`config.mk`:
```
export PLATFORM = sky130hd
export DESIGN_NAME = nsp_split_pool
export DESIGN_NICKNAME = d
export VERILOG_FILES = /design/src/rtl/nsp_pkg.sv /design/src/rtl/nsp_order_fifo.sv /design/src/rtl/nsp_key_match.sv /design/src/rtl/nsp_split_pool.sv
export SDC_FILE = /design/constraint.sdc
export NUM_CORES = 1
export LEC_CHECK = 0
export BUFFER_PORTS_ARGS = -buffer_cell sky130_fd_sc_hd__buf_2
export CAP_MARGIN = 5
export CORE_ASPECT_RATIO = 2
export CORE_MARGIN = 2
export CORE_UTILIZATION = 52
export DETAILED_ROUTE_END_ITERATION = 10
export PLACE_DENSITY_LB_ADDON = 0.3
export SLEW_MARGIN = 20
export SYNTH_ARGS = -nofsm -noshare
export SYNTH_HDL_FRONTEND = slang
export SYNTH_SLANG_ARGS = --single-unit
```
`constraint.sdc`:
```
create_clock -name clk -period 3.8 [get_ports clk]
set_input_delay 0.76 -clock clk [delete_from_list [all_inputs] [get_ports clk]]
set_output_delay 0.76 -clock clk [all_outputs]
set_load 0.05 [all_outputs]
```
`src/rtl/nsp_pkg.sv`:
```
package nsp_pkg;

    typedef struct packed {
        logic [6:0] dev;
        logic [3:0] ep;
        logic       dir_in;
    } ep_key_t;

    localparam int KEY_W = $bits(ep_key_t);

    typedef enum logic [1:0] {
        SLOT_EMPTY = 2'd0,
        SLOT_WAIT  = 2'd1,
        SLOT_WIRE  = 2'd2,
        SLOT_READY = 2'd3
    } slot_st_e;

    typedef enum logic [1:0] {
        CS_NYET  = 2'd0,
        CS_DONE  = 2'd1,
        CS_STALL = 2'd2
    } cs_code_e;

    function automatic ep_key_t make_key(input logic [6:0] dev, input logic [3:0] ep,
                                         input logic dir_in);
        ep_key_t k;
        k.dev    = dev;
        k.ep     = ep;
        k.dir_in = dir_in;
        return k;
    endfunction

endpackage

```
`src/rtl/nsp_order_fifo.sv`:
```
module nsp_order_fifo #(
    parameter int DEPTH = 2,
    parameter int IW    = 1
) (
    input  logic          clk,
    input  logic          rst,
    input  logic          flush,
    input  logic          push,
    input  logic [IW-1:0] push_idx,
    input  logic          pop,
    output logic          head_valid,
    output logic [IW-1:0] head_idx
);
    localparam int PW = (DEPTH > 1) ? $clog2(DEPTH) : 1;
    localparam int CW = $clog2(DEPTH + 1);

    logic [IW-1:0] ring [DEPTH];
    logic [PW-1:0] rd_ptr, wr_ptr;
    logic [CW-1:0] count;

    function automatic logic [PW-1:0] bump(input logic [PW-1:0] p);
        return (p == PW'(DEPTH - 1)) ? '0 : p + 1'b1;
    endfunction

    assign head_valid = (count != '0);
    assign head_idx   = ring[rd_ptr];

    always_ff @(posedge clk) begin
        if (rst || flush) begin
            rd_ptr <= '0;
            wr_ptr <= '0;
            count  <= '0;
        end else begin
            if (push) begin
                ring[wr_ptr] <= push_idx;
                wr_ptr       <= bump(wr_ptr);
            end
            if (pop) rd_ptr <= bump(rd_ptr);
            case ({push, pop})
                2'b10:   count <= count + 1'b1;
                2'b01:   count <= count - 1'b1;
                default: count <= count;
            endcase
        end
    end
endmodule

```
`src/rtl/nsp_key_match.sv`:
```
module nsp_key_match
    import nsp_pkg::*;
#(
    parameter int NBUF = 2
) (
    input  ep_key_t [NBUF-1:0] slot_key,
    input  logic    [NBUF-1:0] slot_used,
    input  ep_key_t            probe,
    output logic    [NBUF-1:0] hit
);
    for (genvar g = 0; g < NBUF; g++) begin : g_cmp
        assign hit[g] = slot_used[g] && (slot_key[g] == probe);
    end
endmodule

```
`src/rtl/nsp_split_pool.sv`:
```
module nsp_split_pool
    import nsp_pkg::*;
#(
    parameter int NBUF = 2,
    parameter int DW   = 8,
    parameter int RW   = 8
) (
    input  logic          clk,
    input  logic          rst,
    input  logic          tt_clear,
    input  logic          periodic_pending,
    input  logic          ss_valid,
    input  logic [6:0]    ss_dev,
    input  logic [3:0]    ss_ep,
    input  logic          ss_dir_in,
    input  logic [DW-1:0] ss_payload,
    output logic          ss_resp_valid,
    output logic          ss_ack,
    input  logic          cs_valid,
    input  logic [6:0]    cs_dev,
    input  logic [3:0]    cs_ep,
    input  logic          cs_dir_in,
    output logic          cs_resp_valid,
    output logic [1:0]    cs_code,
    output logic [RW-1:0] cs_result,
    output logic          issue_valid,
    input  logic          issue_ready,
    output logic [6:0]    issue_dev,
    output logic [3:0]    issue_ep,
    output logic          issue_dir_in,
    output logic [DW-1:0] issue_payload,
    input  logic          result_valid,
    input  logic [RW-1:0] result_data
);
    localparam int IW = $clog2(NBUF);

    // a single-buffer pool cannot overlap transactions
    if (NBUF < 2) begin : g_bad_pool_size_R1
        $error("nsp_split_pool needs NBUF >= 2");
    end

    slot_st_e             slot_st  [NBUF];
    ep_key_t [NBUF-1:0]   slot_key;
    logic    [DW-1:0]     slot_pay [NBUF];
    logic    [RW-1:0]     slot_res [NBUF];
    logic    [NBUF-1:0]   slot_used;

    logic                 in_flight;
    logic [IW-1:0]        wire_idx;

    logic                 any_free;
    logic [IW-1:0]        free_idx;
    logic [NBUF-1:0]      cs_hit;
    logic                 any_hit;
    logic [IW-1:0]        hit_idx;
    logic                 head_valid;
    logic [IW-1:0]        head_idx;
    logic                 push, issue_fire;
    ep_key_t              ss_key, cs_key, head_key;

    assign ss_key = make_key(ss_dev, ss_ep, ss_dir_in);
    assign cs_key = make_key(cs_dev, cs_ep, cs_dir_in);

    always_comb begin
        any_free = 1'b0;
        free_idx = '0;
        any_hit  = 1'b0;
        hit_idx  = '0;
        for (int i = NBUF - 1; i >= 0; i--) begin
            slot_used[i] = (slot_st[i] != SLOT_EMPTY);
            if (slot_st[i] == SLOT_EMPTY) begin
                any_free = 1'b1;
                free_idx = IW'(i);
            end
            if (cs_hit[i]) begin
                any_hit = 1'b1;
                hit_idx = IW'(i);
            end
        end
    end

    nsp_key_match #(.NBUF(NBUF)) u_match (
        .slot_key (slot_key),
        .slot_used(slot_used),
        .probe    (cs_key),
        .hit      (cs_hit)
    );

    assign push       = ss_valid && any_free && !tt_clear;
    assign issue_fire = issue_valid && issue_ready && !tt_clear;

    nsp_order_fifo #(.DEPTH(NBUF), .IW(IW)) u_order (
        .clk       (clk),
        .rst       (rst),
        .flush     (tt_clear),
        .push      (push),
        .push_idx  (free_idx),
        .pop       (issue_fire),
        .head_valid(head_valid),
        .head_idx  (head_idx)
    );

    assign head_key      = slot_key[head_idx];
    assign issue_valid   = head_valid && !in_flight && !periodic_pending;
    assign issue_dev     = head_key.dev;
    assign issue_ep      = head_key.ep;
    assign issue_dir_in  = head_key.dir_in;
    assign issue_payload = slot_pay[head_idx];

    always_ff @(posedge clk) begin
        if (rst || tt_clear) begin
            for (int i = 0; i < NBUF; i++) slot_st[i] <= SLOT_EMPTY;
            in_flight     <= 1'b0;
            wire_idx      <= '0;
            ss_resp_valid <= 1'b0;
            ss_ack        <= 1'b0;
            cs_resp_valid <= 1'b0;
            cs_code       <= CS_NYET;
            cs_result     <= '0;
        end else begin
            ss_resp_valid <= ss_valid;
            ss_ack        <= ss_valid && any_free;
            if (push) begin
                slot_st[free_idx]  <= SLOT_WAIT;
                slot_key[free_idx] <= ss_key;
                slot_pay[free_idx] <= ss_payload;
            end

            if (issue_fire) begin
                slot_st[head_idx] <= SLOT_WIRE;
                wire_idx          <= head_idx;
                in_flight         <= 1'b1;
            end else if (result_valid && in_flight) begin
                slot_st[wire_idx]  <= SLOT_READY;
                slot_res[wire_idx] <= result_data;
                in_flight          <= 1'b0;
            end

            cs_resp_valid <= cs_valid;
            cs_result     <= '0;
            cs_code       <= CS_NYET;
            if (cs_valid) begin
                if (!any_hit) begin
                    cs_code <= CS_STALL;
                end else if (slot_st[hit_idx] == SLOT_READY) begin
                    cs_code          <= CS_DONE;
                    cs_result        <= slot_res[hit_idx];
                    slot_st[hit_idx] <= SLOT_EMPTY;
                end
            end
        end
    end
endmodule

```
# Word level (Yosys, flattened, before mapping)
# Memory sizes are Yosys's and may differ from the RTL's. A register that Yosys moved wholly into a read port is not among the register bits.
# Index checks and enable logic that the tools add are counted.
[op_classes]
n_addsub = 4
n_lt_le_gt_ge = 3
eq_ne = 5
muxes = 46
n_bitwise = 4
reduce_logical = 28
[ops]
columns = ["op", "count"]
rows = [
  ["two-way mux 1 bit", 36],
  ["two-way mux 12 bit", 3],
  ["bitwise mux 24 bit", 1],
  ["== test 12 bit", 2],
  ["demux 12 bit (select 1 bit)", 1],
  ["logical AND 1 bit", 10],
  ["nonzero test 2 bit", 5],
  ["two-way mux 2 bit", 4],
  ["OR reduction 2 bit", 4],
  ["== test 2 bit (second input constant)", 2],
  ["zero test 2 bit", 2],
  ["< comparator 1 x 2 -> 1 bit (second input constant)", 2],
  ["inverter 1 bit", 4],
  ["one-hot mux 2 bit (2 select lines)", 1],
  ["OR reduction 4 bit", 1],
  ["zero test 1 bit", 3],
  ["OR reduction 3 bit", 1],
  ["adder 1 bit (second input constant)", 2],
  ["adder 2 x 1 -> 2 bit (second input constant)", 1],
  ["== test 2 x 1 -> 1 bit (second input constant)", 1],
  ["AND reduction 2 bit", 1],
  ["subtractor 2 x 1 -> 2 bit (second input constant)", 1],
  ["greater-or-equal comparator 1 bit (second input constant)", 1],
  ["logical OR 1 bit", 1],
]
[word_totals]
ff_bits = 35
mem_bits_rw = 38
out_inout_bits = 34
word_cells = 110
mem_count = 4
[memory_table]
columns = ["name", "depth", "word_bits", "read_ports", "rd_ports_with_merged_regs", "wr", "line_no", "text"]
rows = [
  ["slot_pay", 2, 8, 1, 0, 1, "nsp_split_pool.sv:44", "logic [DW-1:0] slot_pay [NBUF];"],
  ["slot_res", 2, 8, 1, 1, 1, "nsp_split_pool.sv:45", "logic [RW-1:0] slot_res [NBUF];"],
  ["slot_st", 2, 2, 3, 0, 3, "nsp_split_pool.sv:42", "slot_st_e slot_st [NBUF];"],
  ["u_order.ring", 2, 1, 1, 1, 1, "nsp_order_fifo.sv:17", "logic [IW-1:0] ring [DEPTH];"],
]

# Depth between registers and ports, before layout
# An unclocked memory read counts as a cell.
[depth]
word_depth = 12
depth_mapped = 7
depth_no_buf = 7

# Modules after synthesis
# Synthesis repeated with hierarchy kept, for this count alone.
[unflattened]
cells_unflattened = 213
hier_area_um2 = 3225.6
[by_module_without_submodules]
columns = ["mod", "n_inst", "cells_per_inst", "area_each_um2", "seq_area_each_um2"]
rows = [
  ["nsp_split_pool", 1, 154, 2663.8, 2062.0],
  ["nsp_order_fifo", 1, 25, 284.0, 160.2],
  ["nsp_key_match", 1, 34, 277.8, 0.0],
]

# Worst setup path before layout
# OpenSTA, ideal clock, no wires.
[synth_path]
path_type = "input-to-reg"
start = "input tt_clear"
end = "register slot_key[0] (netlist name)"
setup_time_ns = 0.422
t_arrival_ns = 2.475
path_slack_ns = 0.902
stages = 3
path_buffers = 0
path_cell_list = "nor2_1 > nand2_1 > nor3_1"
[synth_between]
elab_chain_len = 3
[synth_rtl]
columns = ["element", "line_no", "text"]
rows = [
  ["start: declaration", "nsp_split_pool.sv:10", "input logic tt_clear,"],
  ["zero test 1 bit or logical OR 1 bit (tied branches)", "nsp_split_pool.sv:89, nsp_split_pool.sv:111", ""],
  ["logical AND 1 bit or inverter 1 bit (tied branches)", "n/a", ""],
  ["AND reduction 2 bit (no source line) *", "n/a", ""],
]
# Mark *: on every way between the ends. The rest lies on a longest branch, timed or not.
# A chain may end at the register's enable or synchronous reset.

==> results.tsv <==
stage	metric	value	unit
outcome	status	finished, final reports clean	
pwr	clock share of power	0.435	
clock_tree	root buf cell	clkbuf_16	
pwr	VDD IR-drop max	337.9	µV
timing	clock skew	5.350	ps
setup_path	Crit. End Element	output pin	
synthesis	Net Count, Synth	279	
floorplanning	die width	60.35	µm
timing	RSZ-0062 raised after global routing	false	
drt	DRT Wirelength	6005	µm
drt	routed length per instance	14.68	µm
clock_tree	Clock Latency Late Sink	330	ps
synthesis	synth cell count leaders	58 x edfxtp_1, 24 x dfxtp_1, 21 x mux2_2	
pwr	Pwr Density	467.5	nW/µm²
clock_tree	clk slew on worst S/H paths	60	ps
synthesis	Post-Syn Instances	230	
timing	endpoints failing hold	0	
synthesis	synthesized area per cell	14.36	µm²
synthesis	synthesized area	3302	µm²
pwr	Leakage	0.001578	µW
global_routing	initial antenna violation count	0	
layout	nets	367	
setup_path	CP Data Arrival Time	1790	ps
layout	post-route insts no fill	409	
synthesis	most common cell in the netlist	edfxtp_1	
synthesis	top-area cell type share of the netlist area	0.5275	
global_routing	largest net degree at the start of global routing	24	
synthesis	sequential share of the synthesized area	0.6730	
floorplanning	area of the core	6207	µm²
clock_tree	Inserted Clock Buffers	9	
drt	DR DRC count	0	
timing	Min Hold Slack	514.7	ps
timing	final setup fails	0	
synthesis	Synth cell types	35	
synthesis	EDFF count, synth	58	
flow_run	# Max-Cap Violations	0	
pwr	Sw Pwr	392.3	µW
global_routing	grt ovf	0	
synthesis	YS warnings	0	
synthesis	top cell type by total area after synthesis	edfxtp_1	
drt	post-DR vias/cell	5.125	
placement	Final Wtd Congestion	0.7737	
placement	DP Wirelength	4204	µm
setup_path	FF-to-FF Start	slot_key[0]$_DFFE_PP_	
global_routing	vias in the first global route	2154	
synthesis	Primary FF master, synth	edfxtp_1	
layout	Diodes inserted	0	
timing	Fmax achieved	392.2	MHz
clock_tree	CTS tree	yes	
setup_path	crit path kind	reg -> out	
clock_tree	cts repair resizes	0	
setup_path	CP Launch Type	register	
layout	layout cell share with drive strength beyond 1	0.4025	
timing	Tmin final	2550	ps
clock_tree	CTS Sinks	82	
synthesis	#FFs+latches synth	82	
timing	Final TNS setup	0	ps
synthesis	ys async rst share	0	
pwr	combinational fraction of design power	0.058	
timing	Rel. slew slack	0.3386	
drt	1st-iter DRT viols	74	
placement	pre-CTS WS	1129	ps
timing	Tcrit/Tclk final	0.6710	
global_routing	Total GRT Usage	0.1891	
clock_tree	CTS H-Tree Depth	3	
pwr	Net Sw Frac	0.2038	
floorplanning	die area	7042	µm²
floorplanning	row cnt	41	
pwr	internal power	1533	µW
floorplanning	Initial Utilization	0.5319	
setup_path	critical path required time	3040	ps
placement	Placed Cells	393	
drt	post-route antenna net violation count	0	
drt	via count	2096	
timing	worst slew pin tran	992.1	ps
floorplanning	die height	116.7	µm
hold_path	Hold Crit Class	reg -> reg	
floorplanning	IO Count	82	
clock_tree	postcts setup bufs	0	
clock_tree	hold_buf cts	0	
drt	drt first pass iters	4	
clock_tree	Clock Path Buffers	2	
layout	area grow syn2layout	24.71	%
global_routing	global-route wire length before repair	9453	µm
timing	final worst slack	1250	ps
setup_path	critical path fanouts, max	23	
synthesis	top post-synthesis cells by area	edfxtp_1 53%, dfxtp_1 15%, mux2_2 7.2%, xnor2_1 4.2%, xor2_1 3.2%	
placement	port bufs	81	
pwr	Flop pwr share	0.507	
hold_path	start point of the worst hold path	slot_res[0][7]$_DFFE_PP_	
timing	Slew Limit Fails	0	
==> power groups by stage <==
stage / registers [µW] / logic (µW) / clock network (µW)
after floorplan: 999 / 59.2 / 0
after global placement: 993 / 110 / 0
after detailed placement: 994 / 112 / 0
after CTS: 975 / 113 / 858
after global routing: 976 / 122 / 891
final: 975 / 112 / 838
==> path summary, 6_finish.rpt <==
path | endpoint | slack, ps | cells after the start
worst min register to register | cs_result[7]$_SDFF_PP0_ | 510 | 2
worst max register to register | cs_result[6]$_SDFF_PP0_ | 1640 | 6
worst max-delay path | issue_dir_in | 1250 | 4
worst min-delay path | cs_result[7]$_SDFF_PP0_ | 510 | 2
==> registers in the layout, indices dropped and copies added, names as in the netlist, named ones only <==
| signal | cells |
|---|---|
| slot_res | 16 |
| slot_key | 24 |
| cs_code | 2 |
| u_order.wr_ptr | 1 |
| ss_ack | 1 |
| wire_idx | 1 |
| u_order.ring | 2 |
| cs_result | 8 |
| slot_pay | 16 |
| cs_resp_valid | 1 |
| u_order.count | 2 |
| slot_st | 4 |
| u_order.rd_ptr | 1 |
| in_flight | 1 |
| ss_resp_valid | 1 |
==> through the flow <==
step	power (µW)	area [µm²]	utilization
finish	1925	4118	0.6634
global placement	1104	3822	0.6158
CTS	1946	4118	0.6634
floorplan	1058	3302	-
detailed placement	1106	3822	0.6158
global route	1989	4118	0.6634
==> critical path: stages (launching register included) <==
cell and delay [ps]:
dfxtp_1 340, mux2i_2 190, buf_4 330, mux2_2 380, buf_2 210
==> cell type report <==
cell class                 instances  area (µm²)
timing repair buffer              85       435.4
fill                             459        2090
sequential                        82        2222
inverter                           5       18.77
clock inverter                     6       56.30
tap                               86       107.6
clock buffer                      10       239.0
multi-input combinational        135        1039
==> layout by cell type, fill, tap and decap left out, types with 9 or more instances in the layout <==
| cell type | count |
|---|---|
| buf_2 | 81 |
| clkbuf_16 | 9 |
| dfxtp_1 | 24 |
| edfxtp_1 | 58 |
| mux2_2 | 21 |
| nand2_1 | 11 |
| nand4_1 | 13 |
| nor2_1 | 12 |
| xnor2_1 | 16 |
| xor2_1 | 12 |
==> logic make-up after synthesis <==
group | share of synthesized area
flip-flops | 0.6730
AND/OR/NAND/NOR | 0.09587
multiplexers | 0.09890
XOR/XNOR | 0.07427
AO/OA/AOI/OAI | 0.03714
buffers and inverters | 0.01705
adder cells (fa/ha/maj) | 0.003789
==> layer usage <==
layer,share of wire,global-route usage,up-vias
li1,-,-,1031
met2,0.51,0.3051,74
met4,0.025,0.1126,0
met5,0,0,-
met1,0.40,0.2081,978
met3,0.068,0.06755,13
No activity file was read; power rests on OpenSTA's default activity.
